### src/rtl/mtv_pkg.sv
`timescale 1ns/1ps
package mtv_pkg;
   localparam int MODE_W    = 4;
   localparam int NUM_MODES = 1 << MODE_W;
   localparam int NUM_CAUSE = 5;

   typedef logic [MODE_W-1:0] mode_t;

   localparam mode_t MD_RESET = 4'd0;
   localparam mode_t MD_TEST  = 4'd1;
   localparam mode_t MD_SAFE  = 4'd2;
   localparam mode_t MD_BOOT  = 4'd3;
   localparam mode_t MD_RUN0  = 4'd4;
   localparam mode_t MD_RUN3  = 4'd7;
   localparam mode_t MD_HALT  = 4'd8;
   localparam mode_t MD_STOP  = 4'd10;
   localparam mode_t MD_STBY  = 4'd13;

   // cause bit positions, highest priority first
   localparam int CB_SAFE_EVT = 4;
   localparam int CB_ABSENT   = 3;
   localparam int CB_DISABLED = 2;
   localparam int CB_ILLEGAL  = 1;
   localparam int CB_BUSY     = 0;

   typedef logic [NUM_CAUSE-1:0] cause_t;

   function automatic logic is_run(mode_t m);
      return (m >= MD_RUN0) && (m <= MD_RUN3);
   endfunction

   function automatic logic is_lowpwr(mode_t m);
      return (m == MD_HALT) || (m == MD_STOP);
   endfunction

   function automatic logic is_escape(mode_t m);
      return (m == MD_RESET) || (m == MD_SAFE);
   endfunction
endpackage

### src/rtl/mtv_keyseq.sv
`timescale 1ns/1ps
module mtv_keyseq
   import mtv_pkg::*;
#(
   parameter int              KEY_W   = 16,
   parameter logic [KEY_W-1:0] KEY_VAL = 16'hA5C3
)(
   input  logic             clk,
   input  logic             rst_n,
   input  logic             wr_en,
   input  mode_t            wr_mode,
   input  logic [KEY_W-1:0] wr_key,
   input  logic             abort,
   output logic             keyed
);
   localparam logic [KEY_W-1:0] KEY_INV = ~KEY_VAL;

   logic  armed_q;
   mode_t armed_mode_q;
   logic  is_first, is_second;

   assign is_first  = (wr_key == KEY_VAL);
   assign is_second = (wr_key == KEY_INV);
   assign keyed     = wr_en && armed_q && is_second && (wr_mode == armed_mode_q);

   always_ff @(posedge clk) begin
      if (!rst_n) begin
         armed_q      <= 1'b0;
         armed_mode_q <= '0;
      end else if (wr_en) begin
         armed_q      <= is_first && !abort;
         armed_mode_q <= wr_mode;
      end
   end

   // a completed pair always disarms the tracker
   assert_pair_disarms_R4: assert property (@(posedge clk) disable iff (!rst_n)
      keyed |=> !armed_q);
endmodule

### src/rtl/mtv_rules.sv
`timescale 1ns/1ps
module mtv_rules
   import mtv_pkg::*;
#(
   parameter logic [NUM_MODES-1:0] EXIST_MASK = 16'h25FF
)(
   input  mode_t                 tgt,
   input  mode_t                 cur_mode,
   input  mode_t                 parent_mode,
   input  logic                  in_progress,
   input  logic                  lp_exit_fail,
   input  logic                  hw_safe_req,
   input  logic [NUM_MODES-1:0]  mode_en,
   input  logic                  keyed,
   output cause_t                keyless_cause,
   output cause_t                keyed_cause,
   output logic                  accept
);
   localparam logic [NUM_MODES-1:0] FORCED_ON =
      (NUM_MODES'(1) << MD_RESET) | (NUM_MODES'(1) << MD_SAFE);

   logic [NUM_MODES-1:0] en_eff;
   logic [NUM_MODES-1:0] succ;
   logic                 tgt_esc;

   assign en_eff  = (mode_en & EXIST_MASK) | FORCED_ON;
   assign tgt_esc = is_escape(tgt);

   function automatic logic [NUM_MODES-1:0] succ_of(mode_t c);
      logic [NUM_MODES-1:0] m;
      logic [NUM_MODES-1:0] runs;
      runs = '0;
      for (int r = MD_RUN0; r <= MD_RUN3; r++) runs[r] = 1'b1;
      m = '0;
      case (c)
         MD_RESET: begin m[MD_BOOT] = 1'b1; m[MD_TEST] = 1'b1; end
         MD_TEST:  m[MD_BOOT] = 1'b1;
         MD_SAFE:  begin m = runs; m[MD_BOOT] = 1'b1; end
         MD_BOOT:  begin m = runs; m[MD_TEST] = 1'b1; end
         MD_HALT, MD_STOP: m = runs;
         MD_STBY:  m[MD_BOOT] = 1'b1;
         default: begin
            if (is_run(c)) begin
               m = runs;
               m[MD_BOOT] = 1'b1;
               m[MD_HALT] = 1'b1;
               m[MD_STOP] = 1'b1;
               m[MD_STBY] = 1'b1;
            end
         end
      endcase
      return m;
   endfunction

   assign succ = succ_of(cur_mode);

   // causes visible on any write
   always_comb begin
      keyless_cause = '0;
      if (hw_safe_req && !tgt_esc)  keyless_cause[CB_SAFE_EVT] = 1'b1;
      else if (!EXIST_MASK[tgt])    keyless_cause[CB_ABSENT]   = 1'b1;
      else if (!en_eff[tgt])        keyless_cause[CB_DISABLED] = 1'b1;
   end

   // causes and acceptance that need a completed key pair
   always_comb begin
      keyed_cause = '0;
      accept      = 1'b0;
      if (keyed && (keyless_cause == '0)) begin
         if (tgt_esc)                                 accept = 1'b1;
         else if (lp_exit_fail)                       keyed_cause[CB_ILLEGAL] = 1'b1;
         else if (tgt == cur_mode)                    accept = 1'b1;
         else if (in_progress && tgt == parent_mode)  accept = 1'b1;
         else if (!succ[tgt])                         keyed_cause[CB_ILLEGAL] = 1'b1;
         else if (in_progress && !(is_lowpwr(cur_mode) && is_run(tgt)))
                                                      keyed_cause[CB_BUSY] = 1'b1;
         else                                         accept = 1'b1;
      end
   end

   always_comb begin
      assert_single_cause_R7: assert ($onehot0(keyless_cause | keyed_cause));
      assert_accept_excl_R7:  assert (!(accept && ((keyless_cause | keyed_cause) != '0)));
   end
endmodule

### src/rtl/mtv_status.sv
`timescale 1ns/1ps
module mtv_status
   import mtv_pkg::*;
#(
   parameter bit SET_WINS = 1'b1
)(
   input  logic   clk,
   input  logic   rst_n,
   input  cause_t ev_cause,
   input  cause_t clr_cause,
   input  logic   clr_imode,
   input  logic   hw_safe_req,
   input  logic   clr_safe,
   input  logic   mask_imode,
   input  logic   mask_safe,
   output cause_t cause_status,
   output logic   imode_pend,
   output logic   safe_pend,
   output logic   irq_imode,
   output logic   irq_safe
);
   for (genvar i = 0; i < NUM_CAUSE; i++) begin : g_bit
      logic q;
      if (SET_WINS) begin : g_setwins
         always_ff @(posedge clk) begin
            if (!rst_n)            q <= 1'b0;
            else if (ev_cause[i])  q <= 1'b1;
            else if (clr_cause[i]) q <= 1'b0;
         end
      end else begin : g_clrwins
         always_ff @(posedge clk) begin
            if (!rst_n)            q <= 1'b0;
            else if (clr_cause[i]) q <= 1'b0;
            else if (ev_cause[i])  q <= 1'b1;
         end
      end
      assign cause_status[i] = q;
   end

   logic any_ev;
   assign any_ev = |ev_cause;

   always_ff @(posedge clk) begin
      if (!rst_n)         imode_pend <= 1'b0;
      else if (any_ev)    imode_pend <= 1'b1;
      else if (clr_imode) imode_pend <= 1'b0;
   end

   logic hw_safe_q, hw_rise;
   assign hw_rise = hw_safe_req && !hw_safe_q;

   always_ff @(posedge clk) begin
      if (!rst_n) begin
         hw_safe_q <= 1'b0;
         safe_pend <= 1'b0;
      end else begin
         hw_safe_q <= hw_safe_req;
         if (hw_rise)                       safe_pend <= 1'b1;
         else if (clr_safe && !hw_safe_req) safe_pend <= 1'b0;
      end
   end

   assign irq_imode = imode_pend & mask_imode;
   assign irq_safe  = safe_pend & mask_safe;

   assert_new_cause_pends_R11: assert property (@(posedge clk) disable iff (!rst_n)
      ((cause_status & ~$past(cause_status)) != '0) |-> imode_pend);

   assert_safe_pend_hold_R12: assert property (@(posedge clk) disable iff (!rst_n)
      ($past(hw_safe_req) && $past(safe_pend)) |-> safe_pend);

   assert_safe_rise_sets_R12: assert property (@(posedge clk) disable iff (!rst_n)
      $rose(hw_safe_req) |=> safe_pend);
endmodule

### src/rtl/mode_req_validator.sv
`timescale 1ns/1ps
module mode_req_validator
   import mtv_pkg::*;
#(
   parameter int                   KEY_W      = 16,
   parameter logic [KEY_W-1:0]     KEY_VAL    = 16'hA5C3,
   parameter logic [NUM_MODES-1:0] EXIST_MASK = 16'h25FF,
   parameter bit                   SET_WINS   = 1'b1
)(
   input  logic                 clk,
   input  logic                 rst_n,
   input  logic                 wr_en,
   input  logic [MODE_W-1:0]    wr_mode,
   input  logic [KEY_W-1:0]     wr_key,
   input  logic [MODE_W-1:0]    cur_mode,
   input  logic [MODE_W-1:0]    parent_mode,
   input  logic                 in_progress,
   input  logic                 lp_exit_fail,
   input  logic [NUM_MODES-1:0] mode_en,
   input  logic                 hw_safe_req,
   input  logic [NUM_CAUSE-1:0] clr_cause,
   input  logic                 clr_imode,
   input  logic                 clr_safe,
   input  logic                 mask_imode,
   input  logic                 mask_safe,
   output logic                 req_valid,
   output logic [MODE_W-1:0]    req_mode,
   output logic [NUM_CAUSE-1:0] cause_status,
   output logic                 imode_pend,
   output logic                 safe_pend,
   output logic                 irq_imode,
   output logic                 irq_safe
);
   initial begin : elab_chk
      assert (KEY_W >= 8) else $error("KEY_W must be at least 8");
      assert (EXIST_MASK[MD_RESET] && EXIST_MASK[MD_SAFE])
         else $error("RESET and SAFE must exist");
   end

   logic   keyed, accept, kl_fail;
   cause_t kl_cause, kd_cause, ev_cause;

   mtv_keyseq #(.KEY_W(KEY_W), .KEY_VAL(KEY_VAL)) u_key (
      .clk(clk), .rst_n(rst_n), .wr_en(wr_en), .wr_mode(wr_mode),
      .wr_key(wr_key), .abort(kl_fail), .keyed(keyed)
   );

   mtv_rules #(.EXIST_MASK(EXIST_MASK)) u_rules (
      .tgt(wr_mode), .cur_mode(cur_mode), .parent_mode(parent_mode),
      .in_progress(in_progress), .lp_exit_fail(lp_exit_fail),
      .hw_safe_req(hw_safe_req), .mode_en(mode_en), .keyed(keyed),
      .keyless_cause(kl_cause), .keyed_cause(kd_cause), .accept(accept)
   );

   assign kl_fail  = wr_en && (kl_cause != '0);
   assign ev_cause = (wr_en ? kl_cause : '0) | kd_cause;

   always_ff @(posedge clk) begin
      if (!rst_n) begin
         req_valid <= 1'b0;
         req_mode  <= '0;
      end else begin
         req_valid <= accept;
         if (accept) req_mode <= wr_mode;
      end
   end

   mtv_status #(.SET_WINS(SET_WINS)) u_stat (
      .clk(clk), .rst_n(rst_n), .ev_cause(ev_cause), .clr_cause(clr_cause),
      .clr_imode(clr_imode), .hw_safe_req(hw_safe_req), .clr_safe(clr_safe),
      .mask_imode(mask_imode), .mask_safe(mask_safe),
      .cause_status(cause_status), .imode_pend(imode_pend),
      .safe_pend(safe_pend), .irq_imode(irq_imode), .irq_safe(irq_safe)
   );

   assert_req_after_write_R4: assert property (@(posedge clk) disable iff (!rst_n)
      req_valid |-> $past(wr_en));

   assert_req_mode_exists_R1: assert property (@(posedge clk) disable iff (!rst_n)
      req_valid |-> EXIST_MASK[req_mode]);

   assert_escape_accepted_R8: assert property (@(posedge clk) disable iff (!rst_n)
      (keyed && is_escape(wr_mode)) |=> (req_valid && req_mode == $past(wr_mode)));
endmodule

### config.mk
export PLATFORM = sky130hd
export DESIGN_NAME = mode_req_validator
export DESIGN_NICKNAME = d
export VERILOG_FILES = /design/src/rtl/mtv_pkg.sv /design/src/rtl/mtv_keyseq.sv /design/src/rtl/mtv_rules.sv /design/src/rtl/mtv_status.sv /design/src/rtl/mode_req_validator.sv
export SDC_FILE = /design/constraint.sdc
export NUM_CORES = 1
export LEC_CHECK = 0
export CAP_MARGIN = 20
export CORE_MARGIN = 2
export CORE_UTILIZATION = 34
export DETAILED_ROUTE_END_ITERATION = 8
export PLACE_DENSITY = 0.71
export SYNTH_ARGS = -nofsm -noshare
export SYNTH_HDL_FRONTEND = slang
export SYNTH_HIERARCHICAL = 1
export SYNTH_SLANG_ARGS = --single-unit
### constraint.sdc
create_clock -name clk -period 3.35 [get_ports clk]
set_input_delay 0.5025 -clock clk [delete_from_list [all_inputs] [get_ports clk]]
set_output_delay 0.5025 -clock clk [all_outputs]
set_load 0.005 [all_outputs]
* After elaboration in Yosys (flattened, before gate mapping)
Memory sizes are Yosys's and may differ from the RTL's.
Index checks and enable logic that the tools add are counted.
** Word-level totals
- Logic and storage cells :: 120
- Memory bits (read-only) :: 16
- Output and inout port bits :: 14
- Bits of input ports :: 59
- Bits in registers :: 18
- Memories kept :: 1
** Operators by class
- $lt $le $gt $ge :: 5
- Reductions and logical operators :: 40
- Eq/ne operators :: 12
- Bitwise operators :: 3
- Mux-type cells :: 47
** Memory list
- (name not given) :: words 16, width 1, read ports 1, clocked after memory_dff 0, wr ports 0, RTL line mtv_rules.sv:61 : else if (!EXIST_MASK[tgt]) keyless_cause[CB_ABSENT] = 1'b1;
** Operators by type and width (count)
- two-way mux 1 bit :: 35
- one-hot mux 10 bit (2 select lines) :: 1
- equality test 16 x 15 -> 1 bit (second input constant) :: 1
- equality test 16 bit (second input constant) :: 1
- logical AND 1 bit :: 14
- two-way mux 14 bit :: 1
- nonzero test 2 bit :: 7
- equality test 4 x 2 -> 1 bit (second input constant) :: 3
- equality test 4 bit :: 3
- equality test 4 bit (second input constant) :: 3
- two-way mux 2 bit :: 5
- OR reduction 5 bit :: 2
- binary-select mux 1 bit (select 4 bit) :: 2
- >= comparator 4 x 3 -> 1 bit (second input constant) :: 2
- less-or-equal comparator 4 x 3 -> 1 bit (second input constant) :: 2
- logical NOT 4 bit :: 2
- OR reduction 4 bit :: 2
- OR reduction 7 bit :: 1
- OR reduction 3 bit :: 2
- logical NOT 1 bit :: 5
- logical NOT 5 bit :: 1
- less-than comparator 4 x 5 -> 1 bit (second input constant) :: 1
- two-way mux 5 bit :: 1
- OR 5 x 2 -> 5 bit :: 1
- other kinds (6) :: 9

* Depth between registers and ports, before layout
Gate-level depths: netlist of run 1.
- Word-level depth :: 15
- Mapped depth :: 10
- Mapped depth without buffers :: 9

* By module
The synthesis of run 1 kept the hierarchy.
** By module, submodules not included
- mtv_rules :: times used 1, cells each 64, area an instance 471.7 um2, seq. area each 0.0 um2
- mtv_status :: times used 1, cells each 34, area an instance 336.6 um2, seq. area each 160.2 um2
- mtv_keyseq :: times used 1, cells each 35, area an instance 325.3 um2, seq. area each 100.1 um2
- mode_req_validator :: times used 1, cells each 22, area an instance 229.0 um2, seq. area each 100.1 um2

* Least setup slack after synthesis of run 1
No wires, ideal clock.
- Path type :: input -> register
- Start :: in wr_mode[0]
- End :: reg u_key.armed_q
- Cell stages on the path :: 10
- Data required time :: 3.281 ns
- Arrival :: 2.668 ns
- Path slack :: 0.613 ns
- Library setup time :: 0.069 ns
- Buffers on the path :: 2
- Path through :: buf_6 or2_1 buf_6 o32a_1 nand4_1 inv_1 or4_1 o21a_1 or4_1 o21ai_1
** On the way
- Word-level cells in the longest chain between the ends :: 9
- Elaborated cells between the ends (all ways) :: 18
- Those cells by class :: 1 x eq/ne; 8 x mux; 8 x reduce/logical; 1 x memory
** RTL lines
- from (decl) :: RTL line mode_req_validator.sv:13 : input logic [MODE_W-1:0] wr_mode,
- binary-select mux 1 bit (select 4 bit) (tied with other cells) :: RTL line mtv_rules.sv:62 : else if (!en_eff[tgt]) keyless_cause[CB_DISABLED] = 1'b1;
- two-way mux 1 bit (not written as such) or logical OR 1 bit (tied branches) :: RTL line mtv_rules.sv:62, mtv_pkg.sv:37
- two-way mux 1 bit or logical NOT 1 bit (tied branches) :: RTL line mtv_rules.sv:62, mtv_rules.sv:60
- two-way mux 1 bit or logical AND 1 bit (tied branches) :: RTL line mtv_rules.sv:61, mtv_rules.sv:60
- two-way mux 2 bit * :: RTL line mtv_rules.sv:60 : if (hw_safe_req && !tgt_esc) keyless_cause[CB_SAFE_EVT] = 1'b1;
- via kl_cause[2] :: RTL line mode_req_validator.sv:41 : cause_t kl_cause, kd_cause, ev_cause;
- nonzero test 5 bit * :: RTL line mode_req_validator.sv:55 : assign kl_fail = wr_en && (kl_cause != '0);
- logical AND 1 bit * :: RTL line mode_req_validator.sv:55
- via kl_fail :: RTL line mode_req_validator.sv:40 : logic keyed, accept, kl_fail;
- logical NOT 1 bit * :: RTL line mtv_keyseq.sv:31 : armed_q <= is_first && !abort;
- logical AND 1 bit * :: RTL line mtv_keyseq.sv:31
- to (signal assigned) :: RTL line mtv_keyseq.sv:31
- to (decl) :: RTL line mtv_keyseq.sv:18 : logic armed_q;
Mark *: on every way through the listed nets, which the timed path passes. The rest lies on a longest branch. The select of a mux whose other input is x is not followed.
A chain may end at the register's enable or synchronous reset.

* Final worst setup path of run 1
- Start :: in wr_mode[1]
- End :: reg u_key.armed_q
Same word-level chain as after synthesis.

==> results of run 1 <==
Yosys cell counts (3+ instances only):
cell type and count:
mux2i_1 9, o21a_1 7, nor2b_1 16, nand3_1 3, inv_1 9, o21ai_0 4, dfxtp_1 18, buf_4 10
xnor2_1 12, nand2_1 3, nand2b_1 3, a21oi_1 3, nand4_1 5, buf_2 3, a21o_1 4, and2_1 4
buf_6 3
stage by stage:
stage / utilization, % / cells
finish: 53.1 / 269
global route: 53.1 / 269
CTS: 53.1 / 269
detailed placement: 51.7 / 265
global placement: 51.7 / 265
floorplan: - / 159
worst paths after layout:
check | from | depth (start not counted) | to | slack (ps)
setup / recovery | wr_mode[1] | 9 | u_key/armed_q | 430
hold / removal | u_key/armed_q | 2 | u_key/armed_q | 470
setup reg to reg | u_key/armed_q | 8 | req_mode[2] | 1470
hold reg to reg | u_key/armed_q | 2 | u_key/armed_q | 470
state kept, by name, indices dropped and copies added, names as in the netlist:
name	flops
req_mode	4
req_valid	1
u_key/armed_mode_q	4
u_key/armed_q	1
u_stat/g_bit.q	5
u_stat/hw_safe_q	1
u_stat/imode_pend	1
u_stat/safe_pend	1
power groups by stage:
stage / combinational [mW] / clock, mW / sequential, mW
floorplan: 0.0839 / 0 / 0.232
global placement: 0.171 / 0 / 0.233
detailed placement: 0.172 / 0 / 0.233
CTS: 0.173 / 0.182 / 0.228
global route: 0.188 / 0.195 / 0.229
finish: 0.171 / 0.177 / 0.228
per-layer routing:
layer | share of wire, % | track usage, % | vias up | wire, µm
li1 | - | - | 668 | -
met1 | 46 | 20.0 | 590 | 1510
met2 | 48 | 26.2 | 32 | 1570
met3 | 5.6 | 2.33 | 4 | 185
met4 | 0.82 | 3.32 | 0 | 27
met5 | 0 | 0 | - | 0
worst max-delay path, cell delays in order:
cell and delay [ps]:
clkdlybuf4s50_1 560, mux4_2 400, o221ai_1 130, nand4_1 130, inv_1 60, or4_1 490, o21a_1 180, or4_1 510
o21ai_1 120
logic make-up (layout without fill, tap and decap cells):
logic type / Yosys count / after routing / synth area share, %
buffers and inverters: 26 / 86 / 11.8
other: 1 / 5 / 0.275
flip-flops: 18 / 18 / 26.4
AO/OA/AOI/OAI: 33 / 33 / 17.5
multiplexers: 11 / 11 / 9.09
XOR/XNOR: 12 / 12 / 7.71
AND/OR/NAND/NOR: 54 / 54 / 27.1
cell type report:
class	instances	area share (%)
clock buffer	4	2.65
inverter	9	1.63
multi-input combinational	115	41.2
sequential	18	17.3
tap	50	3.01
timing repair buffer	73	34.2
==> impl.org, run 1 <==
** Floorplanning
- Total Die Area :: 4530 µm²
- Starting density of the core :: 34.8%
- In this run the standard cell core region covers 3910 µm².
- The floorplan step set the die width to 67.3 µm.
- The die is 67.3 µm tall.
- Top-Level Pins :: 73
- The floorplan has 23 rows.

** Final layout
- Compared with the post-synthesis result, the final layout area differs by 52.5%.
- The finished cells cover 2080 µm².
- Number of nets in the layout :: 279
- 0 antenna diodes ended up in the layout.
- The multi-input combinational cells in the finished layout cover a total of 856 µm².
- Most used cells in the layout excluding fill and tap cells :: clkdlybuf4s50_1 (65), dfxtp_1 (18), nor2b_1 (16), xnor2_1 (12)
- Sequential cell area :: 360 µm²
- Fraction of final layout cells sized beyond drive strength 1 :: 8.68%
- After filler insertion, the fill cell instance count of the layout stands at 397.
- Most common cell after layout, fill and taps aside :: clkdlybuf4s50_1

** STA
- Tightest slew margin relative to the limit :: 62.5%
- Final Skew :: 3.73 ps
- The count of endpoints failing hold in the final timing report came to 0.
- For this run, the top clock speed supported by timing is 343 MHz.
- Unrepaired setup endpoints after global routing :: no
- After layout, the worst path uses 87.0% of the clock period.
- In the final timing run, aggregate negative setup slack is 0 ps.
- For the pin with the worst max-slew slack, the measured transition is 561 ps.
- Setup ws final :: 435 ps
- Across all hold checks on the routed design, the worst slack comes to 474 ps.
- Setup violations remaining at the end of the flow were counted as 0.
- The number of max-slew violations in the final report came to 0.
- Minimum period implied by the final worst setup slack :: 2920 ps

** Worst setup path
- Kind of start point of the critical path :: input port
- Required time of the critical path :: 3540 ps
- The critical path is of the input port to flop type.
- Of all nets on the critical path, the largest fanout is 6.
- At the worst endpoint, the arrival time is 3100 ps.
- Category of the worst setup path capture point :: flop

** Placement
- DPL Wire Length :: 2680 µm
- IO buf count :: 65
- The congestion estimate from routability-driven global placement came to 0.783.
- Timing analysis after detailed placement gives a worst setup slack of 161 ps.
- After detailed placement, the total cell area comes to 2020 µm².

** Global route
- GRT Residual Overflow :: 0
- The number of antenna violations at the first check in global routing came to 0.
- Global-route wire length before repair :: 5420 µm
- Vias in the first global route :: 1,224
- Entering global routing, the biggest net connects 20 pins.
- Overall fraction of global-route tracks in use :: 15.2%

** Synth
- Counting flops with a built-in enable in the synthesized netlist gives 0.
- For this run, asynchronously set or reset flops after synthesis account for 0%.
- Synthesis Warnings :: 6
- Synth cell types :: 48
- Share of the yosys chip area belonging to registers :: 26.4%
- By area the synthesized netlist is led by dfxtp_1 (26%), xnor2_1 (7.7%), nor2b_1 (7.3%).
- Mean Syn Cell Area :: 8.79 µm²
- Flip-flop and latch count after synthesis :: 18
- The most used flip-flop cell after synthesis is dfxtp_1.
- The cell count after synthesis came out at 155.
- Most area-hungry cell type in the Yosys netlist :: dfxtp_1
- The synthesized netlist occupies a cell area of 1360 µm².
- Of the post-synthesis cell area, the dominant cell type holds 26.4%.

** Detailed routing
- Number of design rule violations left after detail routing :: 0
- After detailed routing, the total wire length is 3290 µm.
- Detailed Routing Iterations Pass 1 :: 4
- In the final routed layout, each cell accounts on average for 12.2 µm.
- Routed via count :: 1,294
- DRT iter0 DRCs :: 39
- Remaining antenna violation count :: 0
- Via/cell ratio :: 4.81

** Clocking
- Maximum number of buffers from clock root to sink :: 2
- CTS Root Buffer Type :: clkbuf_8
- Clk sink count :: 18
- After clock tree synthesis, the clock-pin slew on the worst setup and hold paths is 70 ps.
- CTS built an H-tree with a depth of 1.
- Post-CTS sizing :: 0
- TritonCTS built the clock tree.
- Count of buffers added by post-CTS timing repair for setup :: 0
- Clk Latency, worst-skew pair :: 250 ps
- TritonCTS created 3 clock buffers.
- Hold buffers post-CTS :: 0

** Power
- The internal power of the cells totals 0.438 mW.
- Sw Ratio :: 24.0%
- Gate power share :: 29.7%
- The analysis attributes to cell leakage a power of 0.791 nW.
- Largest vdd supply drop :: 0.318 mV
- Flop pwr share :: 39.5%
- Total power for the finished layout comes to 0.576 mW.
- Pwr Density :: 277 nW/µm²
- The clock network accounts for 30.7% of the total power.
- Net switching power :: 0.138 mW

** Min path
- The tightest min-delay check is of the flop to flop type.

** Run
- Reported max-cap violation count :: 0

** Status
- Outcome :: completed
Note: power is estimated with default switching activity, not from simulation.
==> run 2: changes to the inputs <==
--- a/config.mk
+++ b/config.mk
@@ -9,8 +9,10 @@
 export CORE_MARGIN = 2
 export CORE_UTILIZATION = 34
 export DETAILED_ROUTE_END_ITERATION = 8
+export MAX_ROUTING_LAYER = met4
 export PLACE_DENSITY = 0.71
 export SYNTH_ARGS = -nofsm -noshare
 export SYNTH_HDL_FRONTEND = slang
 export SYNTH_HIERARCHICAL = 1
 export SYNTH_SLANG_ARGS = --single-unit
+export TNS_END_PERCENT = 5
==> impl.org, run 2 (synthesized netlist as in run 1, its figures left out) <==
** Global route
- The first global-routing pass estimated 5420 µm of wire.
- Pin count of the biggest net entering global routing :: 20
- Global routing used 15.6% of the available tracks across all layers.
- The number of antenna violations at the first check in global routing is 0.
- For this run the aggregate overflow at the end of global routing stands at 0.
- Vias in the first global route :: 1,230

** STA
- The tightest hold path in the finished design has a slack of 473 ps.
- The number of max-slew violations in the final report was 0.
- Timing would allow up to 343 MHz.
- Setup ws final :: 438 ps
- Setup repair after global routing left no endpoint under its margin.
- Minimum period implied by the final worst setup slack :: 2910 ps
- After routing, the total negative slack on setup checks comes to 0 ps.
- Post-route fraction of the period consumed by the critical path :: 86.9%
- The count of endpoints failing hold in the final timing report is 0.
- Final Skew :: 4.87 ps
- Transition at the pin with the smallest max-transition slack :: 563 ps
- Setup violations remaining at the end of the flow were counted as 0.
- In this run the tightest slew margin relative to its limit is 62.3%.

** Detailed routing
- Number of design rule violations left after detail routing :: 0
- Per-cell routed wire length :: 12.2 µm
- DRT iter0 DRCs :: 40
- Remaining antenna violation count :: 0
- Routed via count :: 1,296
- For this block, the routed nets add up to 3280 µm of wire.
- Detailed Routing Iterations Pass 1 :: 4
- Via/cell ratio :: 4.82

** Min path
- The worst hold path passes through 2 cells.
- Origin of the worst min-delay path :: u_key/armed_q
- The worst hold path terminates at u_key/armed_q.
- Worst min-delay path class :: flop to flop

** Power
- In this run the static leakage power is 0.791 nW.
- Gate power share :: 29.7%
- Share of total power in the clock network :: 30.7%
- The share of total power dissipated in sequential elements is 39.5%.
- The internal power of the cells totals 0.438 mW.
- Net switching power :: 0.139 mW
- IR analysis of the VDD net gives a maximum drop of 0.317 mV.
- Pwr Density :: 277 nW/µm²
- Sw Ratio :: 24.0%

** Floorplanning
- For this configuration, the core starts out at a cell density of 34.8%.
- From left edge to right edge, the die measures 67.3 µm.
- In this run the core area contains 23 standard-cell rows.
- In this run the vertical extent of the chip is 67.3 µm.
- Core area :: 3910 µm²
- Top-Level Pins :: 73
- Total Die Area :: 4530 µm²

** Worst setup path
- The cell that appears most often on the critical path is or4_1.
- Worst reg-to-reg path cell count :: 8
- Category of the worst setup path capture point :: flop
- The worst setup path is of the input port to flop kind.
- Critical-path cell with the highest stage delay :: clkdlybuf4s50_1
- RR Endpoint :: req_mode[2]
- Kind of start point of the critical path :: input port
- Worst stage delay on the critical path :: 560 ps
- RR Startpoint :: u_key/armed_q
- Register-to-register path setup slack :: 1470 ps
- Data on the critical path is required at its endpoint by 3540 ps.
- Top fanout value on the critical path :: 6
- Traced cell by cell, the critical path runs through clkdlybuf4s50_1 > mux4_2 > o221ai_1 > nand4_1 > inv_1 > or4_1 > o21a_1 > or4_1 > o21ai_1.
- Data arrives at the worst endpoint at 3100 ps.

** Final layout
- The final layout contains 279 nets.
- Most common cell after layout, fill and taps aside :: clkdlybuf4s50_1
- In the layout the commonest cells are clkdlybuf4s50_1 (65), dfxtp_1 (18), nor2b_1 (16), xnor2_1 (12).
- The largest registers in the layout are u_stat/g_bit.q (5), req_mode (4), u_key/armed_mode_q (4).
- The finished cells cover 2080 µm².
- More flip-flops sit in one register than any other, and that register is u_stat/g_bit.q.
- In the final layout, the share of cells above drive strength 1 is 8.68%.
- # diodes :: 0
- Flip-flop count of the largest register after layout :: 5
- Fill cells in the final layout number 397.
- The area growth from synthesis to layout is 52.5%.

** Clocking
- No sink is reached through more buffers than the 2 on the longest clock path.
- CTS Root Buffer Type :: clkbuf_8
- CTS tree :: built
- The later pin in the worst-skew pair is clocked with a latency of 250 ps.
- Clock tree synthesis inserted a total of 3 buffers.
- Post-CTS sizing :: 0
- Counting every sink on the clock net gives 18.
- CTS built an H-tree with a depth of 1.
- Count of buffers added by post-CTS timing repair for setup :: 0
- After clock tree synthesis, the flow added hold-fix buffers numbering 0.
- Worst-path clk slew :: 70 ps

** Run
- The tool flagged a number of max-cap violations equal to 0.

** Placement
- IO buf count :: 65
- At the placement stage, the worst setup path has a slack of 161 ps.
- Once detailed placement completed, the half-perimeter wirelength came to 2680 µm.
- Area after DPL :: 2020 µm²
- Routability congestion estimate from global placement :: 0.794

** Status
- Outcome :: completed
## run 2: layer usage
layer  routed length [µm]  global-route usage, %  vias up  share of wire (%)
met1                 1520                   20.0      588                 46
li1                     -                      -      668                  -
met5                    0                      -        -                  0
met3                  169                   2.00        6                5.1
met2                 1560                   26.4       34                 48
met4                   32                   3.32        0               0.97
## run 2: area by class of cell
type / instances / area [µm²] / area share (%)
clock buffers: 4 / 55.1 / 2.65
repair buffers: 73 / 711 / 34.2
inverters: 9 / 33.8 / 1.63
flip-flops and latches: 18 / 360 / 17.3
well taps: 50 / 62.6 / 3.01
multi-input cells: 115 / 856 / 41.2
## run 2: metrics by stage
stage	cells	utilization [%]	total power, mW
finish	269	53.1	0.576
detailed placement	265	51.7	0.404
floorplan	159	-	0.316
CTS	269	53.1	0.582
global placement	265	51.7	0.404
global route	269	53.1	0.610
## run 2: worst max-delay path by stage
| stage | startpoint | endpoint | slack, ps | cells after the start |
|---|---|---|---|---|
| 2_1_floorplan | wr_mode[0] | u_key/armed_q | 610 | 10 |
| 3_3_place_gp | wr_mode[1] | u_key/armed_q | 140 | 9 |
| 3_5_place_dp | wr_mode[1] | u_key/armed_q | 160 | 9 |
| 4_1_cts | wr_mode[1] | u_key/armed_q | 400 | 9 |
| 5_1_grt | wr_mode[1] | u_key/armed_q | 300 | 9 |
| 6_report | wr_mode[1] | u_key/armed_q | 440 | 9 |
## run 2: critical path, delay by kind of cell
family | cells | cell delay, ps
compound gates | 3 | 430
mux | 1 | 400
buf+inv | 2 | 620
simple gates | 3 | 1130
## run 2: power by group through the flow
stage	logic, mW	clock network, mW	registers, mW
2_1_floorplan	0.0839	0	0.232
3_3_place_gp	0.171	0	0.233
4_1_cts	0.173	0.182	0.228
6_report	0.171	0.177	0.228
5_1_grt	0.188	0.194	0.229
3_5_place_dp	0.172	0	0.233
